[src/rtl/gtimer16_pkg.sv]
package gtimer16_pkg;

    localparam int CTL_W = 8;

    typedef enum logic [1:0] {
        MODE_TIMER,
        MODE_GATED,
        MODE_SYNC_CNT,
        MODE_ASYNC_CNT
    } mode_e;

    // run(7) gate(6) prescale(5:4) spare(3) sync(2) source(1) spare(0)
    typedef struct packed {
        logic       run;
        logic       gate;
        logic [1:0] ps;
        logic       spare3;
        logic       sync;
        logic       src;
        logic       spare0;
    } ctl_t;

    function automatic mode_e decode_mode(input logic src, input logic gate, input logic sync);
        mode_e m;
        if (!src) m = gate ? MODE_GATED : MODE_TIMER;
        else      m = sync ? MODE_SYNC_CNT : MODE_ASYNC_CNT;
        return m;
    endfunction

    function automatic int unsigned ps_shift(input logic [1:0] ps);
        int unsigned s;
        case (ps)
            2'b00:   s = 0;
            2'b01:   s = 3;
            2'b10:   s = 6;
            default: s = 8;
        endcase
        return s;
    endfunction

endpackage

[src/rtl/gtimer16_edge.sv]
module gtimer16_edge #(
    parameter int STAGES = 2
) (
    input  logic clk,
    input  logic rst,
    input  logic sig_i,
    input  logic bypass_i,
    output logic lvl_o,
    output logic rise_o,
    output logic fall_o
);
    logic [STAGES-1:0] sh_q;
    logic              prev_q;

    generate
        if (STAGES == 1) begin : g_one
            always_ff @(posedge clk) begin
                if (rst) sh_q <= '0;
                else     sh_q <= sig_i;
            end
        end else begin : g_chain
            always_ff @(posedge clk) begin
                if (rst) sh_q <= '0;
                else     sh_q <= {sh_q[STAGES-2:0], sig_i};
            end
        end
    endgenerate

    assign lvl_o = bypass_i ? sig_i : sh_q[STAGES-1];

    always_ff @(posedge clk) begin
        if (rst) prev_q <= 1'b0;
        else     prev_q <= lvl_o;
    end

    assign rise_o = lvl_o & ~prev_q;
    assign fall_o = ~lvl_o & prev_q;

endmodule

[src/rtl/gtimer16_prescale.sv]
module gtimer16_prescale
    import gtimer16_pkg::*;
#(
    parameter int MAX_LOG = 8
) (
    input  logic       clk,
    input  logic       rst,
    input  logic       clr_i,
    input  logic       raw_i,
    input  logic [1:0] ps_i,
    output logic       tick_o
);
    logic [MAX_LOG-1:0] pre_q;
    logic [MAX_LOG-1:0] limit;

    always_comb limit = MAX_LOG'((1 << ps_shift(ps_i)) - 1);

    // >= so that lowering the ratio mid-count cannot stall the prescaler
    assign tick_o = raw_i & (pre_q >= limit);

    always_ff @(posedge clk) begin
        if (rst || clr_i)  pre_q <= '0;
        else if (raw_i)    pre_q <= tick_o ? '0 : pre_q + 1'b1;
    end

    a_r4_clear_prescaler: assert property (@(posedge clk) disable iff (rst)
        clr_i |=> (pre_q == '0));

    a_r4_wrap_on_tick: assert property (@(posedge clk) disable iff (rst)
        (tick_o && !clr_i) |=> (pre_q == '0));

endmodule

[src/rtl/gtimer16_core.sv]
module gtimer16_core #(
    parameter int W = 16
) (
    input  logic         clk,
    input  logic         rst,
    input  logic         tick_i,
    input  logic         match_flag_en_i,
    input  logic         ext_set_i,
    input  logic         flag_clr_i,
    input  logic [W-1:0] per_i,
    input  logic         wr_en_i,
    input  logic [W-1:0] wr_data_i,
    output logic [W-1:0] cnt_o,
    output logic         flag_o
);
    logic [W-1:0] cnt_q, val_q;
    logic         pend_q, flag_q;
    logic         hit, match_set;

    assign hit       = (cnt_q == per_i);
    assign match_set = tick_i & ~pend_q & hit & match_flag_en_i;

    always_ff @(posedge clk) begin
        if (rst) begin
            cnt_q  <= '0;
            val_q  <= '0;
            pend_q <= 1'b0;
            flag_q <= 1'b0;
        end else begin
            if (tick_i) begin
                if (pend_q) begin
                    cnt_q  <= val_q;
                    pend_q <= 1'b0;
                end else if (hit) begin
                    cnt_q <= '0;
                end else begin
                    cnt_q <= cnt_q + 1'b1;
                end
            end
            if (wr_en_i) begin
                pend_q <= 1'b1;
                val_q  <= wr_data_i;
            end
            flag_q <= match_set | ext_set_i | (flag_q & ~flag_clr_i);
        end
    end

    assign cnt_o  = cnt_q;
    assign flag_o = flag_q;

    a_r2_step: assert property (@(posedge clk) disable iff (rst)
        (tick_i && !pend_q && !hit) |=> (cnt_q == W'($past(cnt_q) + 1'b1)));

    a_r3_wrap_zero: assert property (@(posedge clk) disable iff (rst)
        (tick_i && !pend_q && hit) |=> (cnt_q == '0));

    a_r8_sticky: assert property (@(posedge clk) disable iff (rst)
        (flag_q && !flag_clr_i) |=> flag_q);

    a_r9_load_pending: assert property (@(posedge clk) disable iff (rst)
        (tick_i && pend_q) |=> (cnt_q == $past(val_q)));

endmodule

[src/rtl/gtimer16.sv]
module gtimer16
    import gtimer16_pkg::*;
#(
    parameter int CNT_W       = 16,
    parameter int SYNC_STAGES = 2,
    parameter int PS_LOG      = 8
) (
    input  logic             clk,
    input  logic             rst,
    input  logic             ctl_we,
    input  logic [CTL_W-1:0] ctl_wdata,
    input  logic             cnt_we,
    input  logic [CNT_W-1:0] cnt_wdata,
    input  logic             per_we,
    input  logic [CNT_W-1:0] per_wdata,
    input  logic             flag_clr,
    input  logic             ext_clk_i,
    input  logic             gate_i,
    output logic [CTL_W-1:0] ctl_o,
    output logic [CNT_W-1:0] cnt_o,
    output logic [CNT_W-1:0] per_o,
    output logic             irq_o
);
    ctl_t             ctl_q;
    logic [CNT_W-1:0] per_q;
    mode_e            mode;
    logic             ext_rise, ext_lvl, ext_fall;
    logic             gate_lvl, gate_rise, gate_fall;
    logic             int_ok, raw_tick, tick, gate_set, match_en;

    always_ff @(posedge clk) begin
        if (rst) begin
            ctl_q <= '0;
            per_q <= '0;
        end else begin
            if (ctl_we) ctl_q <= ctl_t'(ctl_wdata);
            if (per_we) per_q <= per_wdata;
        end
    end

    assign mode = decode_mode(ctl_q.src, ctl_q.gate, ctl_q.sync);

    gtimer16_edge #(.STAGES(SYNC_STAGES)) u_ext (
        .clk(clk), .rst(rst), .sig_i(ext_clk_i), .bypass_i(mode == MODE_ASYNC_CNT),
        .lvl_o(ext_lvl), .rise_o(ext_rise), .fall_o(ext_fall)
    );

    gtimer16_edge #(.STAGES(SYNC_STAGES)) u_gate (
        .clk(clk), .rst(rst), .sig_i(gate_i), .bypass_i(1'b0),
        .lvl_o(gate_lvl), .rise_o(gate_rise), .fall_o(gate_fall)
    );

    always_comb begin
        case (mode)
            MODE_TIMER:  int_ok = 1'b1;
            MODE_GATED:  int_ok = gate_lvl;
            default:     int_ok = ext_rise;
        endcase
    end

    assign raw_tick = ctl_q.run & int_ok;
    assign gate_set = ctl_q.run & (mode == MODE_GATED) & gate_fall;
    assign match_en = (mode != MODE_GATED);

    gtimer16_prescale #(.MAX_LOG(PS_LOG)) u_pre (
        .clk(clk), .rst(rst), .clr_i(cnt_we | ~ctl_q.run),
        .raw_i(raw_tick), .ps_i(ctl_q.ps), .tick_o(tick)
    );

    gtimer16_core #(.W(CNT_W)) u_core (
        .clk(clk), .rst(rst), .tick_i(tick), .match_flag_en_i(match_en),
        .ext_set_i(gate_set), .flag_clr_i(flag_clr), .per_i(per_q),
        .wr_en_i(cnt_we), .wr_data_i(cnt_wdata), .cnt_o(cnt_o), .flag_o(irq_o)
    );

    assign ctl_o = ctl_q;
    assign per_o = per_q;

    a_r10_off_holds: assert property (@(posedge clk) disable iff (rst)
        !ctl_q.run |=> $stable(cnt_o));

    a_r5_gate_fall_flag: assert property (@(posedge clk) disable iff (rst)
        (ctl_q.run && !ctl_q.src && ctl_q.gate && !gate_lvl && $past(gate_lvl)) |=> irq_o);

    a_r1_reset_clear: assert property (@(posedge clk)
        $past(rst) |-> (cnt_o == '0 && !irq_o && ctl_o == '0));

endmodule

[config.mk]
export PLATFORM = sky130hd
export DESIGN_NAME = gtimer16
export DESIGN_NICKNAME = d
export VERILOG_FILES = /design/src/rtl/gtimer16_pkg.sv /design/src/rtl/gtimer16_edge.sv /design/src/rtl/gtimer16_prescale.sv /design/src/rtl/gtimer16_core.sv /design/src/rtl/gtimer16.sv
export SDC_FILE = /design/constraint.sdc
export NUM_CORES = 1
export LEC_CHECK = 0
export BUFFER_PORTS_ARGS = -buffer_cell sky130_fd_sc_hd__buf_2
export CORE_UTILIZATION = 45
export CTS_CLUSTER_SIZE = 20
export DETAILED_ROUTE_END_ITERATION = 12
export PLACE_DENSITY_LB_ADDON = 0.05
export SLEW_MARGIN = 40
export SYNTH_ARGS = -nofsm -noshare
export SYNTH_HDL_FRONTEND = slang
export SYNTH_HIERARCHICAL = 1
export SYNTH_SLANG_ARGS = --single-unit
export TNS_END_PERCENT = 10
[constraint.sdc]
create_clock -name clk -period 4.1 [get_ports clk]
set_clock_uncertainty 0.2 [all_clocks]
set_input_delay 0.41 -clock clk [delete_from_list [all_inputs] [get_ports clk]]
set_output_delay 0.41 -clock clk [all_outputs]
set_load 0.01 [all_outputs]
==> After elaboration in Yosys (flattened, before gate mapping) <==
Cells that the tools add are included.
{ "word_totals": {"wordCells": 61, "in_bits": 48, "reg_bits": 72, "out_inout_bits": 41} }
{ "op_classes": {"order_cmp": 1, "shifts": 1, "n_mux": 11, "bitwise": 18, "reduce_logical": 4, "addsub": 3, "n_eq_ne": 6} }
{ "op_table": {"columns": ["op", "count"], "rows": [
  ["$mux W16", 2],
  ["$add A16 B1 Y16 const B", 1],
  ["$eq A16 B16 Y1", 1],
  ["$pmux W4 S3", 1],
  ["$and A1 B1 Y1", 10],
  ["$add A8 B1 Y8 const B", 1],
  ["$ge A8 B8 Y1", 1],
  ["$mux W8", 1],
  ["$shl A1 B4 Y8 const A", 1],
  ["$sub A8 B2 Y8 const B", 1],
  ["$mux W1", 5],
  ["$not A1 Y1", 5],
  ["$eq A2 B1 Y1 const B", 2],
  ["$eq A2 B2 Y1 const B", 2],
  ["$logic_not A2 Y1", 2],
  ["$or A1 B1 Y1", 3],
  ["$mux W2", 1],
  ["$ne A2 B1 Y1 const B", 1],
  ["$pmux W1 S2", 1],
  ["$reduce_bool A2 Y1", 1],
  ["$logic_or A1 B1 Y1", 1]
]} }

==> Longest topological paths before layout <==
{ "depth": {"ltp_word": 13, "depth_mapped": 14, "mapped_depth_nobuf": 14} }

==> Hierarchy <==
The synthesis kept the hierarchy.
{ "modules_own_cells": {"columns": ["mod", "n_inst", "cells_per_inst", "area_per_inst_um2", "seq_area_each_um2"], "rows": [
  ["gtimer16_core", 1, 218, 1890.6, 680.7],
  ["gtimer16", 1, 85, 902.1, 480.5],
  ["gtimer16_prescale", 1, 80, 745.7, 160.2],
  ["gtimer16_edge", 2, 10, 100.1, 60.1]
]} }

==> Least setup slack after synthesis <==
No wires, ideal clock.
{ "synth_timing": {"path_kind": "register to register", "start": "register ctl_q (netlist bit ctl_o[4])", "end": "register u_core.cnt_q[10], in the netlist u_core/cnt_o[10]", "path_stages_with_launch": 14, "slack_ns": 0.845, "setup_time_ns": 0.074, "n_path_buf": 0, "arrival_ns": 2.980, "required_time_ns": 3.826, "synth_period_minus_slack_ns": 3.255, "cell_sequence": "dfxtp_1 > inv_1 > ha_1 > nand2b_1 > xnor2_1 > nor2_1 > ha_1 > nand2_1 > a211o_1 > o21ai_4 > and2_2 > nand2b_1 > or4b_1 > a31oi_1"} }
{ "synth_between": {"elab_chain_cells": 6, "word_cells_on_any_way": 8, "classes_between": "add/sub: 1; order compare: 1; eq/ne: 2; shift: 1; mux: 1; bitwise: 1; reduce/logical: 1"} }
{ "synth_rtl": {"columns": ["item", "line", "rtl"], "rows": [
  ["from (decl)", "gtimer16.sv:24", "ctl_t ctl_q;"],
  ["from (signal assigned)", "gtimer16.sv:36", "if (ctl_we) ctl_q <= ctl_t'(ctl_wdata);"],
  ["$eq A2 B2 Y1, or another cell as far along", "gtimer16_pkg.sv:32", "case (ps)"],
  ["$pmux W4 S3 *", "gtimer16_pkg.sv:32", null],
  ["$shl A1 B4 Y8 *", "gtimer16_prescale.sv:16", "always_comb limit = MAX_LOG'((1 << ps_shift(ps_i)) - 1);"],
  ["$sub A8 B2 Y8 *", "gtimer16_prescale.sv:16", null],
  ["$ge A8 B8 Y1 *", "gtimer16_prescale.sv:19", "assign tick_o = raw_i & (pre_q >= limit);"],
  ["$and A1 B1 Y1 *", "gtimer16_prescale.sv:19", null],
  ["via tick", "gtimer16.sv:29", "logic int_ok, raw_tick, tick, gate_set, match_en;"],
  ["to (signal assigned)", "gtimer16_core.sv:32", "cnt_q <= val_q;"],
  ["to (signal assigned)", "gtimer16_core.sv:37", "cnt_q <= cnt_q + 1'b1;"],
  ["to (decl)", "gtimer16_core.sv:16", "logic [W-1:0] cnt_q, val_q;"]
]} }
Mark *: on every way through the listed nets, which the timed path passes. The rest lies on a longest branch.
A chain may end at the register's enable or synchronous reset.

==> Final worst setup path <==
{ "layout_timing": {"start": "register ctl_q (netlist bit ctl_o[4])", "end": "register u_core.cnt_q[11], in the netlist u_core/cnt_o[11]"} }
The elaborated chain is that of the path after synthesis.

==> Flow_metrics.wiki <==
{| class="wikitable"
! Metric !! Value
|-
| Outcome || finished, final reports clean
|-
| Overall Global Routing Usage || 0.209
|-
| Wirelength per Cell || 14.4 um
|-
| Synthesized netlist cell count || 400
|-
| Number of DRC markers in iteration 0 || 154
|-
| WL final || 8.41 mm
|-
| Fraction of final layout cells sized beyond drive strength 1 || 0.259
|-
| Post-detailed-route DRC marker count || 0
|-
| Max-slew violation count || 0
|-
| Congestion Overflow GR || 0
|-
| Most frequent cells in the layout || sky130_fd_sc_hd__buf_2 (88), sky130_fd_sc_hd__dfxtp_1 (72), sky130_fd_sc_hd__nor2_1 (58)
|-
| Clock Latency Late Sink || 350 ps
|-
| Max-cap violations || 0
|-
| Net count after synthesis || 464
|-
| Setup TNS || 0 ps
|-
| Crit path capture type || flip-flop
|-
| DIE HEIGHT || 93.0 um
|-
| Width of the die || 93.0 um
|-
| Final Hold Vio Count || 0
|-
| DIE AREA || 8650 um2
|-
| Startpoint types || flip-flop
|-
| Unrepaired setup endpoints after global routing || no
|-
| Post-CTS Hold Fix Bufs || 0
|-
| Area of all placed cells without fillers || 4420 um2
|-
| Area taken by flip-flops and latches || 1440 um2
|-
| Post-synthesis to final-layout area growth || 18.8%
|-
| Timing-limited maximum frequency || 287 MHz
|-
| Residual antenna-violating net count after detailed routing || 0
|-
| Yosys warning total || 6
|-
| Kind of path behind the tightest hold check || in2reg
|-
| Number of antenna violations at the first check in global routing || 0
|-
| Root Buffer || sky130_fd_sc_hd__clkbuf_8
|-
| Peak supply drop || 0.000267 V
|-
| Diodes inserted || 0
|-
| Final setup violation count || 0
|-
| Maximum fanout along the worst path || 15
|-
| Number of post-CTS setup repair buffers || 0
|-
| Global-route wire length before repair || 14.1 mm
|-
| Maximum number of pins on one net before global-route repair || 40
|-
| Leakage || 2.06 nW
|-
| Register clock-pin slew on the reported worst setup and hold paths || 80 ps
|-
| Number of gates resized after CTS || 0
|-
| # fillers || 770
|-
| Placed cell areas || 4160 um2
|-
| Clock buffer depth || 2
|-
| Final weighted congestion in routability-driven placement || 0.778
|-
| Post-synthesis instance area || 3720 um2
|-
| Req. time, crit path || 4170 ps
|-
| CTS buffer count || 9
|-
| Top-level port count || 89
|-
| Number of vias after detailed routing || 3,037
|-
| Detail Placement HPWL || 6.07 mm
|-
| Final worst-path cycle share || 0.851
|-
| Pwr per Cell Area || 383 nW/um2
|-
| Maximum level of the CTS H-tree || 3
|-
| Area used by multi-input combinational logic || 2070 um2
|-
| Category of the critical setup timing path || reg2reg
|-
| TritonCTS sink count || 72
|-
| Starting density of the core || 0.475
|-
| Tmin final || 3490 ps
|-
| Via count of the first global-routing pass || 2,824
|-
| # nets final || 541
|-
| Post-detailed-route via-to-cell ratio || 5.20
|-
| Core Rows || 32
|-
| Core region area || 7850 um2
|-
| Most common cell after layout, fill and taps aside || sky130_fd_sc_hd__buf_2
|-
| Average cell area after synthesis || 9.31 um2
|-
| Worst Hold Slack || 90.3 ps
|-
| Rel. slew slack || 0.511
|-
| Router iterations before antenna repair || 5
|-
| CP Data Arrival Time || 3560 ps
|-
| Placed cell count || 568
|-
| Buffers on Ports || 88
|-
| CTS tree || yes
|-
| Post-layout instance count excluding filler cells || 584
|-
| Transition time of the tightest slew-check pin || 733 ps
|}
-- registers in the layout, indices dropped and copies added (netlist names) --
name / count
u_core/val_q: 16
u_pre/pre_q: 8
u_core/pend_q: 1
u_ext/sh_q: 2
per_o: 16
u_ext/prev_q: 1
ctl_o: 8
u_core/cnt_o: 16
u_core/flag_o: 1
u_gate/prev_q: 1
u_gate/sh_q: 2
-- worst max-delay path: stages, from the launching register on --
cell                       delay (ps)
sky130_fd_sc_hd__dfxtp_1          400
sky130_fd_sc_hd__inv_1            130
sky130_fd_sc_hd__ha_1             340
sky130_fd_sc_hd__nand2b_1         160
sky130_fd_sc_hd__xnor2_1          140
sky130_fd_sc_hd__nor2_1            60
sky130_fd_sc_hd__ha_1             270
sky130_fd_sc_hd__nand2_1           50
sky130_fd_sc_hd__a211o_1          330
sky130_fd_sc_hd__o21ai_4          270
sky130_fd_sc_hd__and2_2           230
sky130_fd_sc_hd__inv_1            240
sky130_fd_sc_hd__nor4_1           350
sky130_fd_sc_hd__o21ai_1           90
sky130_fd_sc_hd__a21oi_1          180
-- metrics by stage --
stage	power [mW]	setup slack, ps	utilization
after detailed placement	0.966	624	0.529
after floorplan	0.905	845	-
after CTS	1.71	607	0.564
final	1.70	611	0.564
after global routing	1.77	268	0.564
after global placement	0.962	766	0.529
-- final cells by class --
class                           count  share of cell area
Timing Repair Buffer               90               0.103
Sequential cell                    72               0.326
Multi-Input combinational cell    289               0.469
Clock buffer                       11              0.0320
Clock inverter                      5              0.0288
Inverter                           15              0.0127
Tap cell                          102              0.0288
-- metal layers --
layer  up-vias  track usage  part of all wire
li1       1564            -                 -
met1      1379        0.314              0.53
met2        84        0.295              0.40
met3        10       0.0341             0.046
met4         0       0.0846             0.015
met5         -            0                 0
-- where the power goes --
group | internal, mW | switching, mW | leakage [nW] | total (mW)
combinational | 0.0880 | 0.106 | 1.34 | 0.194
sequential | 0.728 | 0.0271 | 0.590 | 0.755
clock | 0.483 | 0.264 | 0.130 | 0.747
-- final timing paths --
kind	startpoint	to	slack (ps)	depth (start not counted)
hold / removal	gate_i	u_gate/sh_q[0]$_SDFF_PP0_	90	2
hold reg to reg	u_gate/sh_q[0]$_SDFF_PP0_	u_gate/sh_q[1]$_SDFF_PP0_	240	1
setup reg to reg	ctl_o[4]$_SDFFE_PP0P_	u_core/cnt_o[11]$_SDFFE_PP0P_	610	14
setup / recovery	ctl_o[4]$_SDFFE_PP0P_	u_core/cnt_o[11]$_SDFFE_PP0P_	610	14
No activity file was read; power rests on OpenSTA's default activity.
